### config.mk
export PLATFORM = sky130hd
export DESIGN_NAME = shmem_arb
export DESIGN_NICKNAME = d
export VERILOG_FILES = /design/src/rtl/shmem_pkg.sv /design/src/rtl/shmem_window.sv /design/src/rtl/shmem_prio.sv /design/src/rtl/shmem_tmo.sv /design/src/rtl/shmem_flag.sv /design/src/rtl/shmem_arb.sv
export SDC_FILE = /design/constraint.sdc
export NUM_CORES = 1
export LEC_CHECK = 0
export BUFFER_PORTS_ARGS = -buffer_cell sky130_fd_sc_hd__clkbuf_2
export CORE_ASPECT_RATIO = 2
export CORE_MARGIN = 2
export CORE_UTILIZATION = 39
export CTS_BUF_LIST = sky130_fd_sc_hd__clkbuf_2
export CTS_CLUSTER_SIZE = 40
export DETAILED_ROUTE_END_ITERATION = 10
export PLACE_DENSITY = 0.79
export SYNTH_ARGS = -nofsm -noshare
export SYNTH_HDL_FRONTEND = slang
export SYNTH_SLANG_ARGS = --single-unit
### constraint.sdc
create_clock -name clk -period 2.45 [get_ports clk]
set_clock_uncertainty 0.1 [all_clocks]
set_input_delay 0.3675 -clock clk [delete_from_list [all_inputs] [get_ports clk]]
set_output_delay 0.3675 -clock clk [all_outputs]
set_load 0.005 [all_outputs]
### src/rtl/shmem_pkg.sv
package shmem_pkg;

    typedef enum logic [1:0] {
        SRC_NONE = 2'd0,
        SRC_CPU  = 2'd1,
        SRC_NET  = 2'd2,
        SRC_EXT  = 2'd3
    } src_e;

    typedef struct packed {
        logic busy;   // acknowledge cycle in progress
        src_e owner;  // master being acknowledged
        logic rd;     // access was a read
    } arb_st_t;

endpackage

### src/rtl/shmem_window.sv
module shmem_window #(
    parameter int ADDR_W = 10
) (
    input  logic              clk,
    input  logic              rst_n,
    input  logic              priv_we,
    input  logic [2:0]        priv_sel,
    input  logic [ADDR_W-1:0] ext_addr,
    output logic              ext_ok
);
    localparam int MEM_WORDS = 1 << ADDR_W;
    localparam logic [ADDR_W:0] QUART = (ADDR_W+1)'(MEM_WORDS / 4);

    logic [2:0]      code_d, code_q;
    logic [ADDR_W:0] limit;

    always_comb begin
        code_d = code_q;
        if (priv_we) begin
            code_d = priv_sel;
        end
    end

    // window limit in quarter steps, codes above 4 clamp to full size
    always_comb begin
        unique case (code_q)
            3'd0:    limit = '0;
            3'd1:    limit = QUART;
            3'd2:    limit = QUART << 1;
            3'd3:    limit = (QUART << 1) + QUART;
            default: limit = QUART << 2;
        endcase
    end

    assign ext_ok = ({1'b0, ext_addr} >= limit);

    always_ff @(posedge clk) begin
        if (!rst_n) begin
            code_q <= '0;
        end else begin
            code_q <= code_d;
        end
    end

endmodule

### src/rtl/shmem_prio.sv
module shmem_prio
    import shmem_pkg::*;
(
    input  logic idle,
    input  logic prot_n,
    input  logic cpu_req,
    input  logic net_req,
    input  logic ext_req,
    input  logic ext_ok,
    output src_e win
);
    // network first, then external, then local processor
    always_comb begin
        win = SRC_NONE;
        if (idle && prot_n) begin
            if (net_req) begin
                win = SRC_NET;
            end else if (ext_req && ext_ok) begin
                win = SRC_EXT;
            end else if (cpu_req) begin
                win = SRC_CPU;
            end
        end
    end

endmodule

### src/rtl/shmem_tmo.sv
module shmem_tmo #(
    parameter int TIMEOUT_CYC = 1500000
) (
    input  logic clk,
    input  logic rst_n,
    input  logic ext_req,
    input  logic ext_served,
    output logic tmo_irq
);
    localparam int CW = $clog2(TIMEOUT_CYC + 1);
    localparam logic [CW-1:0] LAST = CW'(TIMEOUT_CYC - 1);
    localparam logic [CW-1:0] TOP  = CW'(TIMEOUT_CYC);

    typedef struct packed {
        logic [CW-1:0] cnt;
        logic          irq;
    } tmo_st_t;

    tmo_st_t st_d, st_q;

    // one pulse once the wait reaches the limit; count saturates
    always_comb begin
        st_d     = st_q;
        st_d.irq = 1'b0;
        if (!ext_req || ext_served) begin
            st_d.cnt = '0;
        end else begin
            st_d.irq = (st_q.cnt == LAST);
            if (st_q.cnt < TOP) begin
                st_d.cnt = st_q.cnt + 1'b1;
            end
        end
    end

    always_ff @(posedge clk) begin
        if (!rst_n) begin
            st_q <= '0;
        end else begin
            st_q <= st_d;
        end
    end

    assign tmo_irq = st_q.irq;

endmodule

### src/rtl/shmem_flag.sv
module shmem_flag (
    input  logic clk,
    input  logic rst_n,
    input  logic set,
    input  logic clr,
    output logic irq
);
    logic flag_d, flag_q;

    // set has precedence over clear
    always_comb begin
        flag_d = flag_q;
        if (clr) begin
            flag_d = 1'b0;
        end
        if (set) begin
            flag_d = 1'b1;
        end
    end

    always_ff @(posedge clk) begin
        if (!rst_n) begin
            flag_q <= 1'b0;
        end else begin
            flag_q <= flag_d;
        end
    end

    assign irq = flag_q;

endmodule

### src/rtl/shmem_arb.sv
module shmem_arb
    import shmem_pkg::*;
#(
    parameter int ADDR_W      = 10,
    parameter int DATA_W      = 16,
    parameter int TIMEOUT_CYC = 1500000
) (
    input  logic              clk,
    input  logic              rst_n,
    input  logic              prot_n,
    input  logic              cpu_req,
    input  logic              cpu_we,
    input  logic [ADDR_W-1:0] cpu_addr,
    input  logic [DATA_W-1:0] cpu_wdata,
    output logic              cpu_ack,
    input  logic              net_req,
    input  logic              net_we,
    input  logic [ADDR_W-1:0] net_addr,
    input  logic [DATA_W-1:0] net_wdata,
    output logic              net_ack,
    input  logic              ext_req,
    input  logic              ext_we,
    input  logic [ADDR_W-1:0] ext_addr,
    input  logic [DATA_W-1:0] ext_wdata,
    output logic              ext_ack,
    output logic [DATA_W-1:0] rd_data,
    input  logic              priv_we,
    input  logic [2:0]        priv_sel,
    input  logic              ext_flag_set,
    input  logic              cpu_flag_clr,
    output logic              flag_irq,
    output logic              tmo_irq,
    output logic              mem_en,
    output logic              mem_we,
    output logic [ADDR_W-1:0] mem_addr,
    output logic [DATA_W-1:0] mem_wdata,
    input  logic [DATA_W-1:0] mem_rdata
);
    arb_st_t st_d, st_q;
    src_e    win;
    logic    ext_ok;
    logic    ext_served;

    shmem_window #(.ADDR_W(ADDR_W)) window_i (
        .clk      (clk),
        .rst_n    (rst_n),
        .priv_we  (priv_we),
        .priv_sel (priv_sel),
        .ext_addr (ext_addr),
        .ext_ok   (ext_ok)
    );

    // refused and protected requests never win
    shmem_prio prio_i (
        .idle    (!st_q.busy),
        .prot_n  (prot_n),
        .cpu_req (cpu_req),
        .net_req (net_req),
        .ext_req (ext_req),
        .ext_ok  (ext_ok),
        .win     (win)
    );

    assign ext_served = (win == SRC_EXT) || (st_q.busy && st_q.owner == SRC_EXT);

    shmem_tmo #(.TIMEOUT_CYC(TIMEOUT_CYC)) tmo_i (
        .clk        (clk),
        .rst_n      (rst_n),
        .ext_req    (ext_req),
        .ext_served (ext_served),
        .tmo_irq    (tmo_irq)
    );

    shmem_flag flag_i (
        .clk   (clk),
        .rst_n (rst_n),
        .set   (ext_flag_set),
        .clr   (cpu_flag_clr),
        .irq   (flag_irq)
    );

    // command cycle, then acknowledge cycle
    always_comb begin
        st_d      = st_q;
        mem_en    = 1'b0;
        mem_we    = 1'b0;
        mem_addr  = '0;
        mem_wdata = '0;
        if (st_q.busy) begin
            st_d.busy  = 1'b0;
            st_d.owner = SRC_NONE;
            st_d.rd    = 1'b0;
        end else begin
            unique case (win)
                SRC_CPU: begin
                    mem_en    = 1'b1;
                    mem_we    = cpu_we;
                    mem_addr  = cpu_addr;
                    mem_wdata = cpu_wdata;
                end
                SRC_NET: begin
                    mem_en    = 1'b1;
                    mem_we    = net_we;
                    mem_addr  = net_addr;
                    mem_wdata = net_wdata;
                end
                SRC_EXT: begin
                    mem_en    = 1'b1;
                    mem_we    = ext_we;
                    mem_addr  = ext_addr;
                    mem_wdata = ext_wdata;
                end
                default: begin
                end
            endcase
            if (win != SRC_NONE) begin
                st_d.busy  = 1'b1;
                st_d.owner = win;
                st_d.rd    = !mem_we;
            end
        end
    end

    always_ff @(posedge clk) begin
        if (!rst_n) begin
            st_q <= '{busy: 1'b0, owner: SRC_NONE, rd: 1'b0};
        end else begin
            st_q <= st_d;
        end
    end

    assign cpu_ack = st_q.busy && (st_q.owner == SRC_CPU);
    assign net_ack = st_q.busy && (st_q.owner == SRC_NET);
    assign ext_ack = st_q.busy && (st_q.owner == SRC_EXT);
    assign rd_data = (st_q.busy && st_q.rd) ? mem_rdata : '0;

endmodule

==> reports/qor.txt <==
vias in the first global route: 3045
critical path endpoint category: primary output
Iter 0 DRT Violations: 138
largest net degree at the start of global routing: 27
Core Region: 5910 sq um
Seq. cell area: 604 sq um
post-synth top area share: 25.5%
Hold Startpoint: ext_flag_set
Slew Limit Fails: 0
layout cell share with drive strength beyond 1: 44.7%
Post-Synthesis Cells: 335
Post-Layout Cell Count: 580
CP Buf/Inv Count: 2
final hold vios: 0
pwr/cell area: 318 nW/um^2
Clock power frac: 21.2%
internal power: 780 uW
die footprint: 6730 sq um
FFs w/ async S/R, synth: 0%
Yosys reg bits: 30
Post-synth EDFFs: 0
Worst-path clk slew: 170 ps
main flop type after synthesis: dfxtp_1
clk sink count: 30
Diodes inserted: 0
CP max FO: 5
total grt overflow: 0
final worst setup slack: -459 ps
cell taking the most area after synthesis: dfxtp_1
initial antenna violation count: 0
DP Worst Slack: -136 ps
CTS Buffer Depth: 2
Clock Tree Root: clkbuf_2
# IOs: 158
Startpoint Class: register
top-count cell post-synth: nand2_1
endpoints failing setup: 28
GP Congestion: 0.846
failing checks: setup timing
Critical Path Stages: 8
top area cells in the synthesized netlist: dfxtp_1 (25%), nand2_1 (11%), nand3_1 (7.8%)
outcome: complete, but fails checks
worst rel slew slack: 58.7%
Hold Path Stages: 2
delay-heaviest family, CP: compound AO/OA/AOI/OAI gates
# H-tree levels: 2
first-pass GRT wire length: 12.9 mm
combinational share of power: 34.6%
vias per std cell: 5.55
dpl cells: 557
vias post-DR: 3217
Syn-to-layout area delta: 54.3%
reg2reg end: tmo_i.st_q[9]
Clock Latency Late Sink: 380 ps
drt first pass iters: 4
critical path's largest stage delay: 420 ps
area of the multi-input gates: 1770 sq um
sequential power share: 44.2%
Filler cells: 531
Routed WL: 8.37 mm
Die W: 59.0 um
sequential area share after synthesis: 25.5%
reg2reg setup slack: 30 ps
CP Cell Sequence: nand2b_4 -> ha_4 -> nor4b_4 -> nand3_2 -> a311o_2 -> buf_2 -> a31oi_1 -> clkbuf_2
port bufs: 157
die outline height: 114 um
routed len/inst: 14.4 um
Post-Syn Area: 2360 sq um
Avg Inst Size Synth: 7.04 sq um
Global Route Usage Sum: 24.0%
Initial Utilization: 40.0%
top post-synthesis cells by count: nand2_1 (71), nand3_1 (37), dfxtp_1 (30)
critical path arrival: 2440 ps
Max-cap violations: 0
CP required: 1980 ps
CTS tree: built
yosys warns: 0
WHS: 99.1 ps
DPL Wire Length: 6.05 mm
Final min period: 2910 ps
part of the cycle the worst path needs: 119%
Final nets: 628
Sw Pwr: 379 uW
RSZ-0062 raised after global routing: yes
Sw Ratio: 32.7%
post-synthesis net count: 447
Reg2Reg Depth: 11
Critical-path top delay cell: a311o_2
Hold EP: flag_i.irq
worst r2r src: window_i.code_q[0]
post-route ant nets: 0
Yosys cell types: 46
P_leak: 0.00180 uW
CTS Buf Count: 5
DRC Markers: 0
Placement Rows: 40
Tightest Pin Transition: 614 ps
peak supply drop: 236 uV
fmax: 344 MHz
kind of critical path: reg -> out
worst hold path type: in -> reg
-- cell usage in the layout (no fill, tap or decap), types with 3 or more instances in the layout --
cell type	Yosys	routed
a21oi_1	13	10
a31oi_1	29	25
a31oi_4	0	3
and3_1	22	22
buf_2	5	8
buf_4	0	26
buf_6	3	9
clkbuf_2	0	157
dfxtp_1	30	27
dfxtp_2	0	3
inv_1	9	8
mux2i_1	15	15
nand2_1	71	70
nand2b_1	12	11
nand3_1	37	36
nand3b_1	3	3
nand4_1	4	4
nor2_1	15	14
nor2b_1	5	5
nor3_1	6	6
o21ai_0	3	3
o31ai_1	3	3
xnor2_1	4	4
-- what timing repair did --
item / CTS / global route
resized for setup: 22 / 24
setup endpoints to repair: 28 / 29
hold buffers: 0 / 0
setup buffers: 7 / 3
hold endpoints to repair: 0 / 0
pin swaps: 4 / 5
gates cloned: 3 / 2
-- stage by stage --
stage	cell area, sq um	utilization [%]	setup TNS [ps]	power (uW)
2_1_floorplan	2360	-	0	673
4_1_cts	3530	59.9	-11760	1140
3_3_place_gp	3310	56.0	-774	850
6_report	3640	61.7	-11200	1160
3_5_place_dp	3310	56.0	-2220	856
5_1_grt	3640	61.7	-15270	1230
-- sequential cells by signal, indices dropped and copies added, names as in the netlist --
| name | flops |
|---|---|
| tmo_i.st_q | 21 |
| st_q | 4 |
| window_i.code_q | 3 |
| flag_i.irq | 1 |
| tmo_i.tmo_irq | 1 |
-- power groups by stage --
| stage | Clock [uW] | Combinational (uW) | Sequential [uW] |
|---|---|---|---|
| 4_1_cts | 252 | 379 | 512 |
| 2_1_floorplan | 0 | 156 | 518 |
| 3_5_place_dp | 0 | 335 | 521 |
| 6_report | 246 | 402 | 512 |
| 5_1_grt | 277 | 437 | 514 |
| 3_3_place_gp | 0 | 329 | 520 |
-- worst max-delay path by stage --
| stage | startpoint | end | slack, ps |
|---|---|---|---|
| floorplan | window_i.code_q[2] | mem_addr[0] | 10 |
| CTS | window_i.code_q[0] | mem_wdata[11] | -440 |
| detailed placement | window_i.code_q[2] | mem_addr[1] | -140 |
| global route | window_i.code_q[2] | mem_wdata[15] | -580 |
| finish | window_i.code_q[2] | mem_wdata[10] | -460 |
| global placement | ext_addr[8] | mem_addr[5] | -50 |
-- routing by layer --
metal  global-route usage, %  vias to the layer above  share of wire, %
met5                       0                        -                 0
met3                    5.90                       21               7.5
li1                        -                     1570                 -
met2                    42.4                      158                52
met1                    26.6                     1468                38
met4                    9.70                        0               2.3
-- area by class of cell --
type	instances	area share [%]
Sequential cell	30	16.6
Clock inverter	2	0.240
Tap cell	63	2.16
Multi-Input combinational cell	275	48.7
Timing Repair Buffer	195	30.5
Inverter	9	0.928
Clock buffer	6	0.824
-- logic make-up after synthesis --
family                     after synthesis  share of synthesized area [%]
DFF                                     30                           25.5
AOI/OAI and AO/OA                       61                           17.5
adders and majority gates                3                           1.59
and+or+nand+nor                        191                           41.3
muxes                                   15                           6.36
buffers and inverters                   30                           5.99
xor gates and xnor gates                 5                           1.86
-- worst register-to-register path, stage by stage (launching register included) --
cell,delay (ps)
dfxtp_2,360
nor2b_1,150
ha_1,250
nor4b_4,140
buf_4,130
and4_4,170
buf_4,130
buf_4,120
buf_4,130
or3_4,390
buf_4,170
a21oi_1,120
No activity file was read; power rests on OpenSTA's default activity.
